===== src/rtl/fcs_pkg.sv =====
package fcs_pkg;
  localparam logic [31:0] UNLOCK_KEY_A = 32'h4567_0123;
  localparam logic [31:0] UNLOCK_KEY_B = 32'hCDEF_89AB;

  // control field positions (decoded by software)
  localparam int CR_PG     = 0;
  localparam int CR_SER    = 1;
  localparam int CR_MER1   = 2;
  localparam int CR_SNB_LO = 3;
  localparam int CR_SNB_W  = 5;
  localparam int CR_PSZ_LO = 8;
  localparam int CR_MER2   = 15;
  localparam int CR_GO     = 16;
  localparam int CR_LOCK   = 31;

  // status field positions
  localparam int SR_BUSY  = 16;
  localparam int SR_SEQ   = 7;
  localparam int SR_ALIGN = 5;
  localparam int SR_OPER  = 1;

  typedef enum logic [1:0] {
    OPK_NONE   = 2'd0,
    OPK_SECTOR = 2'd1,
    OPK_MASS   = 2'd2,
    OPK_PROG   = 2'd3
  } op_kind_e;

  typedef enum logic [1:0] {
    RS_KEY  = 2'd0,
    RS_CTRL = 2'd1,
    RS_STAT = 2'd2,
    RS_NONE = 2'd3
  } reg_sel_e;

  typedef struct packed {
    logic seq;
    logic align;
    logic oper;
  } err_t;
endpackage


===== src/rtl/fcs_keyguard.sv =====
module fcs_keyguard
  import fcs_pkg::*;
(
  input  logic        clk,
  input  logic        rst_n,
  input  logic        key_wr,
  input  logic [31:0] key_data,
  input  logic        relock,
  output logic        unlocked
);
  typedef enum logic [1:0] {KG_SHUT, KG_HALF, KG_OPEN} kg_state_e;
  kg_state_e st_q, st_d;

  always_comb begin
    st_d = st_q;
    unique case (st_q)
      KG_SHUT: if (key_wr) st_d = (key_data == UNLOCK_KEY_A) ? KG_HALF : KG_SHUT;
      KG_HALF: if (key_wr) st_d = (key_data == UNLOCK_KEY_B) ? KG_OPEN : KG_SHUT;
      KG_OPEN: if (key_wr || relock) st_d = KG_SHUT;
      default: st_d = KG_SHUT;
    endcase
  end

  always_ff @(posedge clk or negedge rst_n)
    if (!rst_n) st_q <= KG_SHUT;
    else        st_q <= st_d;

  assign unlocked = (st_q == KG_OPEN);

  // opening only ever follows a second-key write
  assert_unlock_key_R2: assert property (@(posedge clk) disable iff (!rst_n)
    $rose(unlocked) |-> $past(key_wr && key_data == UNLOCK_KEY_B));
  // a key write while open always closes
  assert_rekey_closes_R3: assert property (@(posedge clk) disable iff (!rst_n)
    (unlocked && key_wr) |=> !unlocked);
endmodule


===== src/rtl/fcs_sector_map.sv =====
module fcs_sector_map #(
  parameter int CODE_W        = 5,
  parameter int SECT_PER_BANK = 12,
  localparam int IDX_W        = CODE_W
) (
  input  logic [CODE_W-1:0] code,
  output logic              valid,
  output logic [IDX_W-1:0]  index
);
  logic [CODE_W-2:0] local_num;
  logic              bank_two;

  assign bank_two  = code[CODE_W-1];
  assign local_num = code[CODE_W-2:0];
  assign valid     = (int'(local_num) < SECT_PER_BANK);
  assign index     = bank_two ? IDX_W'(int'(local_num) + SECT_PER_BANK)
                              : IDX_W'(local_num);
endmodule


===== src/rtl/fcs_op_timer.sv =====
module fcs_op_timer #(
  parameter int CNT_W = 16
) (
  input  logic             clk,
  input  logic             rst_n,
  input  logic             load,
  input  logic [CNT_W-1:0] load_val,
  output logic             busy
);
  logic [CNT_W-1:0] cnt_q;

  always_ff @(posedge clk or negedge rst_n)
    if (!rst_n)         cnt_q <= '0;
    else if (load)      cnt_q <= load_val;
    else if (cnt_q != 0) cnt_q <= cnt_q - 1'b1;

  assign busy = (cnt_q != 0);

  // the engine never reloads a running countdown
  assert_no_reload_R9: assert property (@(posedge clk) disable iff (!rst_n)
    load |-> !busy);
  // busy ends only from the last count
  assert_busy_end_R7: assert property (@(posedge clk) disable iff (!rst_n)
    $fell(busy) |-> $past(cnt_q) == 1);
endmodule


===== src/rtl/flash_cmd_regs.sv =====
module flash_cmd_regs
  import fcs_pkg::*;
#(
  parameter int ADDR_W     = 24,
  parameter int SECTOR_CYC = 2000,
  parameter int MASS_CYC   = 20000,
  parameter int PROG_CYC   = 16
) (
  input  logic              clk,
  input  logic              rst_n,
  input  logic              reg_wr,
  input  logic [1:0]        reg_sel,
  input  logic [31:0]       reg_wdata,
  input  logic [1:0]        rd_sel,
  output logic [31:0]       rd_data,
  input  logic              prog_valid,
  output logic              prog_ready,
  input  logic [ADDR_W-1:0] prog_addr,
  output logic              op_start,
  output logic [1:0]        op_kind,
  output logic [4:0]        op_sector,
  output logic [1:0]        op_banks,
  output logic [ADDR_W-1:0] op_addr
);
  localparam int MAX_CYC = (MASS_CYC > SECTOR_CYC) ?
                           ((MASS_CYC > PROG_CYC) ? MASS_CYC : PROG_CYC) :
                           ((SECTOR_CYC > PROG_CYC) ? SECTOR_CYC : PROG_CYC);
  localparam int CNT_W = $clog2(MAX_CYC + 1);

  // register decode
  logic key_wr, ctrl_wr, stat_wr, unlocked, busy;
  assign key_wr  = reg_wr && (reg_sel_e'(reg_sel) == RS_KEY);
  assign ctrl_wr = reg_wr && (reg_sel_e'(reg_sel) == RS_CTRL);
  assign stat_wr = reg_wr && (reg_sel_e'(reg_sel) == RS_STAT);

  logic relock_req;
  assign relock_req = ctrl_wr && unlocked && reg_wdata[CR_LOCK];

  fcs_keyguard u_keyguard (
    .clk      (clk),
    .rst_n    (rst_n),
    .key_wr   (key_wr),
    .key_data (reg_wdata),
    .relock   (relock_req),
    .unlocked (unlocked)
  );

  // control fields
  logic                pg_q, ser_q, mer1_q, mer2_q;
  logic [CR_SNB_W-1:0] snb_q;
  logic [1:0]          psz_q;

  always_ff @(posedge clk or negedge rst_n)
    if (!rst_n) begin
      {pg_q, ser_q, mer1_q, mer2_q} <= '0;
      snb_q <= '0;
      psz_q <= '0;
    end else if (relock_req || (key_wr && unlocked)) begin
      {pg_q, ser_q, mer1_q, mer2_q} <= '0;
      snb_q <= '0;
      psz_q <= '0;
    end else if (ctrl_wr && unlocked) begin
      pg_q   <= reg_wdata[CR_PG];
      ser_q  <= reg_wdata[CR_SER];
      mer1_q <= reg_wdata[CR_MER1];
      mer2_q <= reg_wdata[CR_MER2];
      snb_q  <= reg_wdata[CR_SNB_LO +: CR_SNB_W];
      psz_q  <= reg_wdata[CR_PSZ_LO +: 2];
    end

  // start command evaluation (uses the word being written)
  err_t err_q, err_set, err_clr;
  logic errs_pending;
  assign errs_pending = |err_q;

  logic w_ser, w_mer_any, start_req, start_legal;
  assign w_ser     = reg_wdata[CR_SER];
  assign w_mer_any = reg_wdata[CR_MER1] | reg_wdata[CR_MER2];
  assign start_req = ctrl_wr && reg_wdata[CR_GO];
  assign start_legal = unlocked && !reg_wdata[CR_LOCK] && !busy && !errs_pending &&
                       (w_ser ^ w_mer_any);

  logic       sect_valid;
  logic [4:0] sect_index;
  fcs_sector_map #(.CODE_W(CR_SNB_W), .SECT_PER_BANK(12)) u_map (
    .code  (reg_wdata[CR_SNB_LO +: CR_SNB_W]),
    .valid (sect_valid),
    .index (sect_index)
  );

  logic launch_sect, launch_mass, bad_sector;
  assign launch_sect = start_req && start_legal && w_ser && sect_valid;
  assign bad_sector  = start_req && start_legal && w_ser && !sect_valid;
  assign launch_mass = start_req && start_legal && !w_ser;

  // program request stream
  logic prog_fire, prog_legal, misalign, launch_prog;
  assign prog_ready = !busy;
  assign prog_fire  = prog_valid && prog_ready;
  assign prog_legal = unlocked && pg_q && !errs_pending && !start_req;

  always_comb begin
    unique case (psz_q)
      2'd0:    misalign = 1'b0;
      2'd1:    misalign = prog_addr[0];
      2'd2:    misalign = |prog_addr[1:0];
      default: misalign = |prog_addr[2:0];
    endcase
  end

  assign launch_prog = prog_fire && prog_legal && !misalign;

  // sticky error flags, write one to clear, set wins
  assign err_set.seq   = (start_req && !start_legal) || (prog_fire && !prog_legal);
  assign err_set.align = prog_fire && prog_legal && misalign;
  assign err_set.oper  = bad_sector;
  assign err_clr.seq   = stat_wr && reg_wdata[SR_SEQ];
  assign err_clr.align = stat_wr && reg_wdata[SR_ALIGN];
  assign err_clr.oper  = stat_wr && reg_wdata[SR_OPER];

  always_ff @(posedge clk or negedge rst_n)
    if (!rst_n) err_q <= '0;
    else        err_q <= (err_q & ~err_clr) | err_set;

  // operation countdown
  logic             launch_any;
  logic [CNT_W-1:0] load_val;
  assign launch_any = launch_sect || launch_mass || launch_prog;
  assign load_val   = launch_sect ? CNT_W'(SECTOR_CYC) :
                      launch_mass ? CNT_W'(MASS_CYC)   : CNT_W'(PROG_CYC);

  fcs_op_timer #(.CNT_W(CNT_W)) u_timer (
    .clk      (clk),
    .rst_n    (rst_n),
    .load     (launch_any),
    .load_val (load_val),
    .busy     (busy)
  );

  // launch report toward the array
  always_ff @(posedge clk or negedge rst_n)
    if (!rst_n) begin
      op_start  <= 1'b0;
      op_kind   <= OPK_NONE;
      op_sector <= '0;
      op_banks  <= '0;
      op_addr   <= '0;
    end else begin
      op_start <= launch_any;
      if (launch_sect) begin
        op_kind   <= OPK_SECTOR;
        op_sector <= sect_index;
        op_banks  <= '0;
      end else if (launch_mass) begin
        op_kind   <= OPK_MASS;
        op_sector <= '0;
        op_banks  <= {reg_wdata[CR_MER2], reg_wdata[CR_MER1]};
      end else if (launch_prog) begin
        op_kind   <= OPK_PROG;
        op_sector <= '0;
        op_banks  <= '0;
        op_addr   <= prog_addr;
      end
    end

  // read port
  always_comb begin
    unique case (reg_sel_e'(rd_sel))
      RS_CTRL: rd_data = {!unlocked, 15'b0, mer2_q, 5'b0, psz_q, snb_q, mer1_q, ser_q, pg_q};
      RS_STAT: rd_data = {15'b0, busy, 8'b0, err_q.seq, 1'b0, err_q.align, 1'b0, 2'b0,
                          err_q.oper, 1'b0};
      default: rd_data = 32'h0;
    endcase
  end

  // a launch pulse always coincides with the countdown running
  assert_launch_busy_R12: assert property (@(posedge clk) disable iff (!rst_n)
    op_start |-> busy);
  // nothing is launched from a locked state
  assert_no_locked_launch_R9: assert property (@(posedge clk) disable iff (!rst_n)
    op_start |-> $past(unlocked));
  // flags drop only on a status write
  assert_sticky_R11: assert property (@(posedge clk) disable iff (!rst_n)
    !stat_wr |=> ((err_q & $past(err_q)) == $past(err_q)));
  // a program request is never taken while busy
  assert_no_take_busy_R10: assert property (@(posedge clk) disable iff (!rst_n)
    (prog_valid && busy) |=> !(op_start && op_kind == OPK_PROG && $past(!busy) == 1'b0));
endmodule


===== config.mk =====
export PLATFORM = sky130hd
export DESIGN_NAME = flash_cmd_regs
export DESIGN_NICKNAME = d
export VERILOG_FILES = /design/src/rtl/fcs_pkg.sv /design/src/rtl/fcs_keyguard.sv /design/src/rtl/fcs_sector_map.sv /design/src/rtl/fcs_op_timer.sv /design/src/rtl/flash_cmd_regs.sv
export SDC_FILE = /design/constraint.sdc
export NUM_CORES = 1
export LEC_CHECK = 0
export ABC_AREA = 1
export BUFFER_PORTS_ARGS = -buffer_cell sky130_fd_sc_hd__buf_2
export CORE_ASPECT_RATIO = 0.9
export CORE_UTILIZATION = 53
export CTS_CLUSTER_SIZE = 28
export DETAILED_ROUTE_END_ITERATION = 6
export PLACE_DENSITY = 0.95
export SLEW_MARGIN = 20
export SYNTH_ARGS = -nofsm -noshare
export SYNTH_HDL_FRONTEND = slang
export SYNTH_SLANG_ARGS = --single-unit
export TNS_END_PERCENT = 30

===== constraint.sdc =====
create_clock -name clk -period 3.17 [get_ports clk]
set_clock_uncertainty 0.15 [all_clocks]
set_input_delay 0.1585 -clock clk [delete_from_list [all_inputs] [get_ports clk]]
set_output_delay 0.1585 -clock clk [all_outputs]
set_load 0.03 [all_outputs]

==> flow_metrics.env, run 1 <==
export IMPL_crit_top_cell="inv_1"
export IMPL_rsz0062_at_grt="false"
export IMPL_place_ws_ns=0.963
export IMPL_drc=0
export IMPL_ys_types=35
export IMPL_area_delta_synth_final_pct=31.7
export IMPL_worstSetupPathType="reg2reg"
export IMPL_grt_pass1_wl_mm=17.6
export IMPL_drtIter0Drc=411
export IMPL_ir_drop_uv=327
export IMPL_dpl_instance_area_mm2=0.00410
export IMPL_nets=672
export IMPL_pwr_share_clk_pct=29.1
export IMPL_syn_inst=451
export IMPL_crit_slowest_cell="dfrtp_1"
export IMPL_vias=3777
export IMPL_num_rows=27
export IMPL_final_area_mm2=0.00465
export IMPL_via_per_inst=5.44
export IMPL_gp_congestion=0.911
export IMPL_hpwl_mm=6.65
export IMPL_netlist_area_leader_share_pct=46.0
export IMPL_seq_area_frac_synth_pct=46.0
export IMPL_power_density_mw_per_mm2=559
export IMPL_finalCritPeriodShare_pct=72.9
export IMPL_die_height_um=79.5
export IMPL_yosysTopAreaCell="dfrtp_1"
export IMPL_grtUsageTotal_pct=33.3
export IMPL_critPathArrivalTime_ns=2.40
export IMPL_core_mm2=0.00628
export IMPL_drive_gt1_share_pct=24.9
export IMPL_clk_pin_slew_ns=0.08
export IMPL_hold_slack_ns=0.00506
export IMPL_drt_pass1_iter_count=5
export IMPL_p_int_mw=1.64
export IMPL_ant_nets=0
export IMPL_max_stage_delay_ns=0.39
export IMPL_clock_latency_ns=0.36
export IMPL_finalSetupViolations=0
export IMPL_slew_headroom_pct=41.3
export IMPL_ys_flop_type="dfrtp_1"
export IMPL_synth_area_mm2=0.00353
export IMPL_antenna_cells=0
export IMPL_finalSetupTns_ns=0
export IMPL_fp_dieArea_mm2=0.00700
export IMPL_root_buffer="clkbuf_8"
export IMPL_ctsHoldBuffers=34
export IMPL_post_cts_resized=0
export IMPL_drv_cap=0
export IMPL_switchingPower_mw=0.959
export IMPL_period_minus_slack_ns=2.31
export IMPL_critPathCaptureType="flip-flop"
export IMPL_clock_path_buffers=2
export IMPL_netlist_top_cells_count="nand2_1 (140), dfrtp_1 (65), inv_1 (64)"
export IMPL_fp_dieW_um=88.1
export IMPL_async_flop_share_pct=100
export IMPL_critPathMaxFanout=22
export IMPL_start_util_pct=56.3
export IMPL_p_sw_share_pct=36.9
export IMPL_hp_class="in2reg"
export IMPL_top_level_ports=131
export IMPL_max_freq_ghz=0.433
export IMPL_slew_viol_final=0
export IMPL_tritoncts="yes"
export IMPL_cts_buffers_inserted=9
export IMPL_grt_overflow_total=0
export IMPL_worstSetupStartpointType="flip-flop"
export IMPL_grt_max_degree=39
export IMPL_cp_cell_sequence="inv_1 > ha_1 > inv_1 > nor2_1 > nand3_1 > inv_1 > nand2_4 > nor2_4 > nand3_4 > inv_2 > o21ai_0 > nand2_1 > inv_1"
export IMPL_post_synth_top_count_cell="nand2_1"
export IMPL_detail_route_wl_per_cell_um=15.4
export IMPL_synth_avg_cell_area_um2=7.84
export IMPL_finalWorstSetupSlack_ns=0.859
export IMPL_required_ns=3.26
export IMPL_post_cts_setup_buffer_count=0
export IMPL_wl_mm=10.7
export IMPL_hold_violations=0
export IMPL_pwr_share_seq_pct=41.9
export IMPL_h_tree_depth=3
export IMPL_synth_edf_count=0
export IMPL_pwr_share_comb_pct=29.0
export IMPL_synth_seq_cells=65
export IMPL_clock_sinks=65
export IMPL_yosys_warnings=0
export IMPL_place_port_buffers=111
export IMPL_p_leak_nw=2.75
export IMPL_status="complete, no violations"
export IMPL_synth_area_leaders="dfrtp_1 (46%), nand2_1 (15%), inv_1 (6.8%), o21ai_0 (4.5%), buf_4 (4.5%)"
export IMPL_tightest_slew_ns=0.881
export IMPL_grt_pass1_vias=3746
export IMPL_antenna_found_initial=0
flip-flops by register name, summed over array words and instances, names as in the netlist:
register,cells
op_addr,24
u_timer.cnt_q,15
op_sector,5
snb_q,5
err_q,3
op_banks,2
op_kind,2
psz_q,2
u_keyguard.st_q,2
mer1_q,1
mer2_q,1
op_start,1
pg_q,1
ser_q,1
through the flow:
stage,util (%),instances,total power [mW]
2_1_floorplan,-,469,1.59
6_report,74.1,694,2.60
3_5_place_dp,65.3,644,1.78
3_3_place_gp,65.3,644,1.72
5_1_grt,74.1,694,2.73
4_1_cts,74.1,694,2.56
path summary, 6_finish.rpt:
check                      slack [ns]  cells past startpoint        startpoint                end
max                              0.86                     13  u_timer.cnt_q[0]  u_timer.cnt_q[10]
min                             0.005                      3     reg_wdata[15]        op_banks[1]
max reg2reg                      0.86                     13  u_timer.cnt_q[0]  u_timer.cnt_q[10]
min reg2reg                      0.34                      2        op_kind[0]         op_kind[0]
max in group asynchronous        1.78                      3             rst_n         op_addr[9]
min in group asynchronous        0.31                      2             rst_n  u_timer.cnt_q[11]
logic make-up (layout without fill, tap and decap cells):
logic type	after synthesis	in the layout	share of synthesized area (%)
simple gates	227	227	28.7
other cells	1	19	0.106
xor+xnor	12	12	2.97
flops	65	65	46.0
compound gates	47	47	7.58
buf+inv	93	231	12.5
fa+ha+maj	6	6	2.12
placed cells by master, fill, tap and decap left out, types with 2 or more instances in the layout:
| cell type | netlist | layout |
|---|---|---|
| ha_1 | 6 | 6 |
| or2_2 | 2 | 2 |
| nor2_2 | 3 | 3 |
| nand4_1 | 6 | 6 |
| nor4_1 | 2 | 2 |
| inv_1 | 64 | 64 |
| dfrtp_1 | 65 | 65 |
| o21ai_0 | 32 | 32 |
| conb_1 | 1 | 19 |
| nand2_1 | 140 | 140 |
| o22ai_1 | 6 | 6 |
| inv_2 | 2 | 2 |
| dlygate4sd3_1 | 0 | 34 |
| inv_6 | 0 | 3 |
| xor2_1 | 7 | 7 |
| clkinv_4 | 0 | 2 |
| buf_2 | 2 | 111 |
| nor3_1 | 6 | 6 |
| xnor2_1 | 5 | 5 |
| o21ai_1 | 2 | 2 |
| nor2_4 | 5 | 5 |
| nand3_1 | 20 | 20 |
| nand2_2 | 2 | 2 |
| nor2_1 | 34 | 34 |
| nand2_4 | 3 | 3 |
| a21oi_1 | 3 | 3 |
| buf_4 | 21 | 3 |
| clkbuf_8 | 0 | 10 |
area by class of cell:
cell class                 instances  area (µm²)
clock buffer                      10         138
clock inverter                     6        73.8
multi-input combinational        311        1540
inverter                          67         254
timing repair buffer             148         918
fill                             422        1630
sequential                        65        1630
tap                               87         109
critical path: cells and delay by family, from the launching register on:
kind	cells	cell delay, ns
buffers and inverters	5	0.67
adders and majority gates	1	0.17
DFF	1	0.39
and+or+nand+nor	6	0.70
AOI/OAI and AO/OA	1	0.13
power by group through the flow:
stage,registers [mW],clock network (mW),logic [mW]
finish,1.09,0.757,0.754
global route,1.10,0.793,0.839
CTS,1.08,0.751,0.729
detailed placement,1.09,0,0.685
global placement,1.08,0,0.639
floorplan,1.07,0,0.517
layer usage:
metal,track usage (%),part of all wire (%),vias up
li1,-,-,1665
met1,39.8,37,1753
met2,53.9,48,279
met3,7.24,8.8,80
met4,22.1,6.4,0
met5,0,0,-
(Power assumes the default switching activity.)
==> run 2: changes to the inputs <==
Settings changed: ABC_AREA 1 to 0, CORE_UTILIZATION 53 to 45, PLACE_DENSITY 0.95 to 0.87.
Clock period 3.17 ns to 2.1 ns, I/O delays scaled along.
==> run 2 against run 1 <==
The flow now finishes with violations (setup timing). Sequential share of layout area shrank 3.7 points. Die area increased by 15%. Worst setup slack got worse by 0.90 ns. Clock power increased by 73%. Register-to-register slack worse by 0.90 ns. Largest cell class is now multi-input combinational cells. Largest power group is now clock.
==> flow_metrics.env, run 2 <==
export IMPL_async_flop_share_pct=100
export IMPL_top_level_ports=131
export IMPL_vias=3334
export IMPL_required_ns=2.18
export IMPL_via_per_inst=5.42
export IMPL_nets=587
export IMPL_start_util_pct=47.8
export IMPL_finalCritPeriodShare_pct=102
export IMPL_critPathCaptureType="flip-flop"
export IMPL_core_mm2=0.00722
export IMPL_hold_violations=0
export IMPL_synth_avg_cell_area_um2=11.0
export IMPL_grtUsageMet2_pct=48.1
export IMPL_seq_area_frac_synth_pct=47.2
export IMPL_tritoncts="yes"
export IMPL_largest_reg_flops=24
export IMPL_synth_seq_cells=65
export IMPL_drc=0
export IMPL_drt_pass1_iter_count=5
export IMPL_gp_congestion=0.895
export IMPL_h_tree_depth=3
export IMPL_place_port_buffers=111
export IMPL_netlist_area_leader_share_pct=47.2
export IMPL_post_synth_top_count_cell="dfrtp_1"
export IMPL_detail_route_wl_per_cell_um=17.2
export IMPL_cts_buffers_inserted=9
export IMPL_grt_pass1_vias=3390
export IMPL_max_freq_ghz=0.468
export IMPL_hp_class="in2reg"
export IMPL_final_common_cell="buf_2"
export IMPL_finalSetupTns_ns=-0.0450
export IMPL_fin_util_pct=72.1
export IMPL_clk_pin_slew_ns=0.07
export IMPL_finalSetupViolations=2
export IMPL_worstSetupStartpointType="flip-flop"
export IMPL_drv_cap=0
export IMPL_slew_headroom_pct=62.4
export IMPL_wl_mm=10.6
export IMPL_finalWorstSetupSlack_ns=-0.0388
export IMPL_status="finished, violations left"
export IMPL_clock_path_buffers=2
export IMPL_fp_dieArea_mm2=0.00802
export IMPL_yosys_warnings=0
export IMPL_top_register="op_addr"
export IMPL_p_leak_nw=2.69
export IMPL_gr_max_usage_layer="met2"
export IMPL_antenna_found_initial=0
export IMPL_synth_area_mm2=0.00345
export IMPL_grtUsageTotal_pct=27.0
export IMPL_grt_pass1_wl_mm=16.4
export IMPL_clock_sinks=65
export IMPL_violations="setup timing"
export IMPL_root_buffer="clkbuf_8"
export IMPL_period_minus_slack_ns=2.14
export IMPL_largestRegisters="op_addr: 24 flops, u_timer.cnt_q: 15 flops"
export IMPL_dpl_instance_area_mm2=0.00427
export IMPL_antenna_cells=0
export IMPL_hpwl_mm=6.71
export IMPL_netlist_top_cells_count="dfrtp_1 (65), nor2_1 (20), buf_4 (19)"
export IMPL_yosysTopAreaCell="dfrtp_1"
export IMPL_ant_nets=0
export IMPL_fillers=478
export IMPL_num_rows=29
export IMPL_clock_latency_ns=0.35
export IMPL_drive_gt1_share_pct=40.8
export IMPL_ir_drop_uv=399
export IMPL_syn_inst=313
export IMPL_final_area_mm2=0.00521
export IMPL_grt_max_degree=42
export IMPL_ys_types=53
export IMPL_mostFrequentLayoutCells="buf_2 (109), dfrtp_1 (65), dlygate4sd3_1 (51)"
export IMPL_rsz0062_at_grt="true"
export IMPL_use_met3_pct=8.69
export IMPL_fp_dieW_um=94.3
export IMPL_drtIter0Drc=189
export IMPL_synth_area_leaders="dfrtp_1 (47%), mux2_4 (7.8%), buf_4 (4.1%), a22o_1 (2.8%), o21ai_0 (2.6%)"
export IMPL_critPathMaxFanout=5
export IMPL_synth_edf_count=0
export IMPL_die_height_um=85.1
export IMPL_tightest_slew_ns=0.564
export IMPL_worstSetupPathType="reg2reg"
export IMPL_slew_viol_final=0
export IMPL_critPathArrivalTime_ns=2.22
export IMPL_fin_total_pwr_mw=2.87
export IMPL_area_delta_synth_final_pct=50.9
export IMPL_grt_overflow_total=0
export IMPL_place_ws_ns=-0.0555
export IMPL_ys_flop_type="dfrtp_1"
export IMPL_use_met1_pct=30.6
export IMPL_power_density_mw_per_mm2=550
[run 2: cell count changes in the layout (fill, tap and decap cells not counted), sizes merged, moves of 7 or more]
cell         previous run  this run
nand3                  21         5
nor2b                   0         7
a22o                    0        11
dlygate4sd3            34        51
nand2                 145        16
nor2                   42        20
o21ai                  34        21
inv                    70        11
mux2                    0        26
and2                    0        12
buf                   114       150
[run 2: timing repair]
| item | 4_1_cts | 5_1_grt |
|---|---|---|
| gates cloned | 0 | 0 |
| pin swaps | 2 | 3 |
| endpoints found under the hold margin | 67 | 0 |
| gates resized for setup | 14 | 13 |
| hold buffers | 51 | 0 |
| endpoints found under the setup margin | 10 | 47 |
| setup buffers | 4 | 5 |
[run 2: final timing paths]
| kind | start | to | slack [ns] | depth (start not counted) |
|---|---|---|---|---|
| hold reg to reg | op_sector[2] | op_sector[2] | 0.35 | 1 |
| setup reg to reg | u_timer.cnt_q[7] | u_timer.cnt_q[4] | -0.04 | 6 |
| min in group asynchronous | rst_n | op_addr[17] | 0.14 | 2 |
| max in group asynchronous | rst_n | u_timer.cnt_q[11] | 1.04 | 3 |
| setup / recovery | u_timer.cnt_q[7] | u_timer.cnt_q[4] | -0.04 | 6 |
| hold / removal | reg_wdata[16] | err_q[2] | 0.13 | 5 |
[run 2: power by group]
group          switching [mW]  internal, mW  leakage [nW]
registers             0.00453          1.25         0.861
logic                   0.165         0.133          1.72
clock network           0.516         0.793         0.113
total                   0.685          2.18          2.69
[run 2: kinds of logic after synthesis]
logic type	count (synthesis)	synth area share (%)
AOI/OAI and AO/OA	57	11.1
xor gates and xnor gates	11	2.79
adders and majority gates	6	2.18
buffers and inverters	36	6.42
DFF	65	47.2
muxes	26	10.4
other	1	0.109
and+or+nand+nor	111	19.8
[run 2: layout make-up]
class / instances / area [µm²] / share of cell area (%)
clock buffers: 10 / 128 / 2.45
clock inverters: 6 / 114 / 2.19
inverters: 10 / 37.5 / 0.721
multi-input cells: 230 / 1780 / 34.1
flip-flops and latches: 65 / 1630 / 31.2
well taps: 93 / 116 / 2.24
repair buffers: 201 / 1410 / 27.1
[run 2: per-layer routing]
layer,share of wire (%),vias up
met5,0,-
met4,2.1,0
met3,7.6,25
met2,51,171
met1,40,1639
li1,-,1499
[run 2: critical path, stage by stage (launching register included)]
cell	delay (ns)
dfrtp_1	0.39
or4_4	0.57
nor3_4	0.19
buf_6	0.15
nand4_4	0.09
nand2b_4	0.17
a221o_1	0.31
[run 2: per-stage QoR]
stage | hold WS (ns) | cells
6_report | 0.130 | 615
5_1_grt | 0.139 | 615
4_1_cts | 0.0977 | 610
3_5_place_dp | -0.0318 | 539
3_3_place_gp | -0.0415 | 539
2_1_floorplan | -0.341 | 331
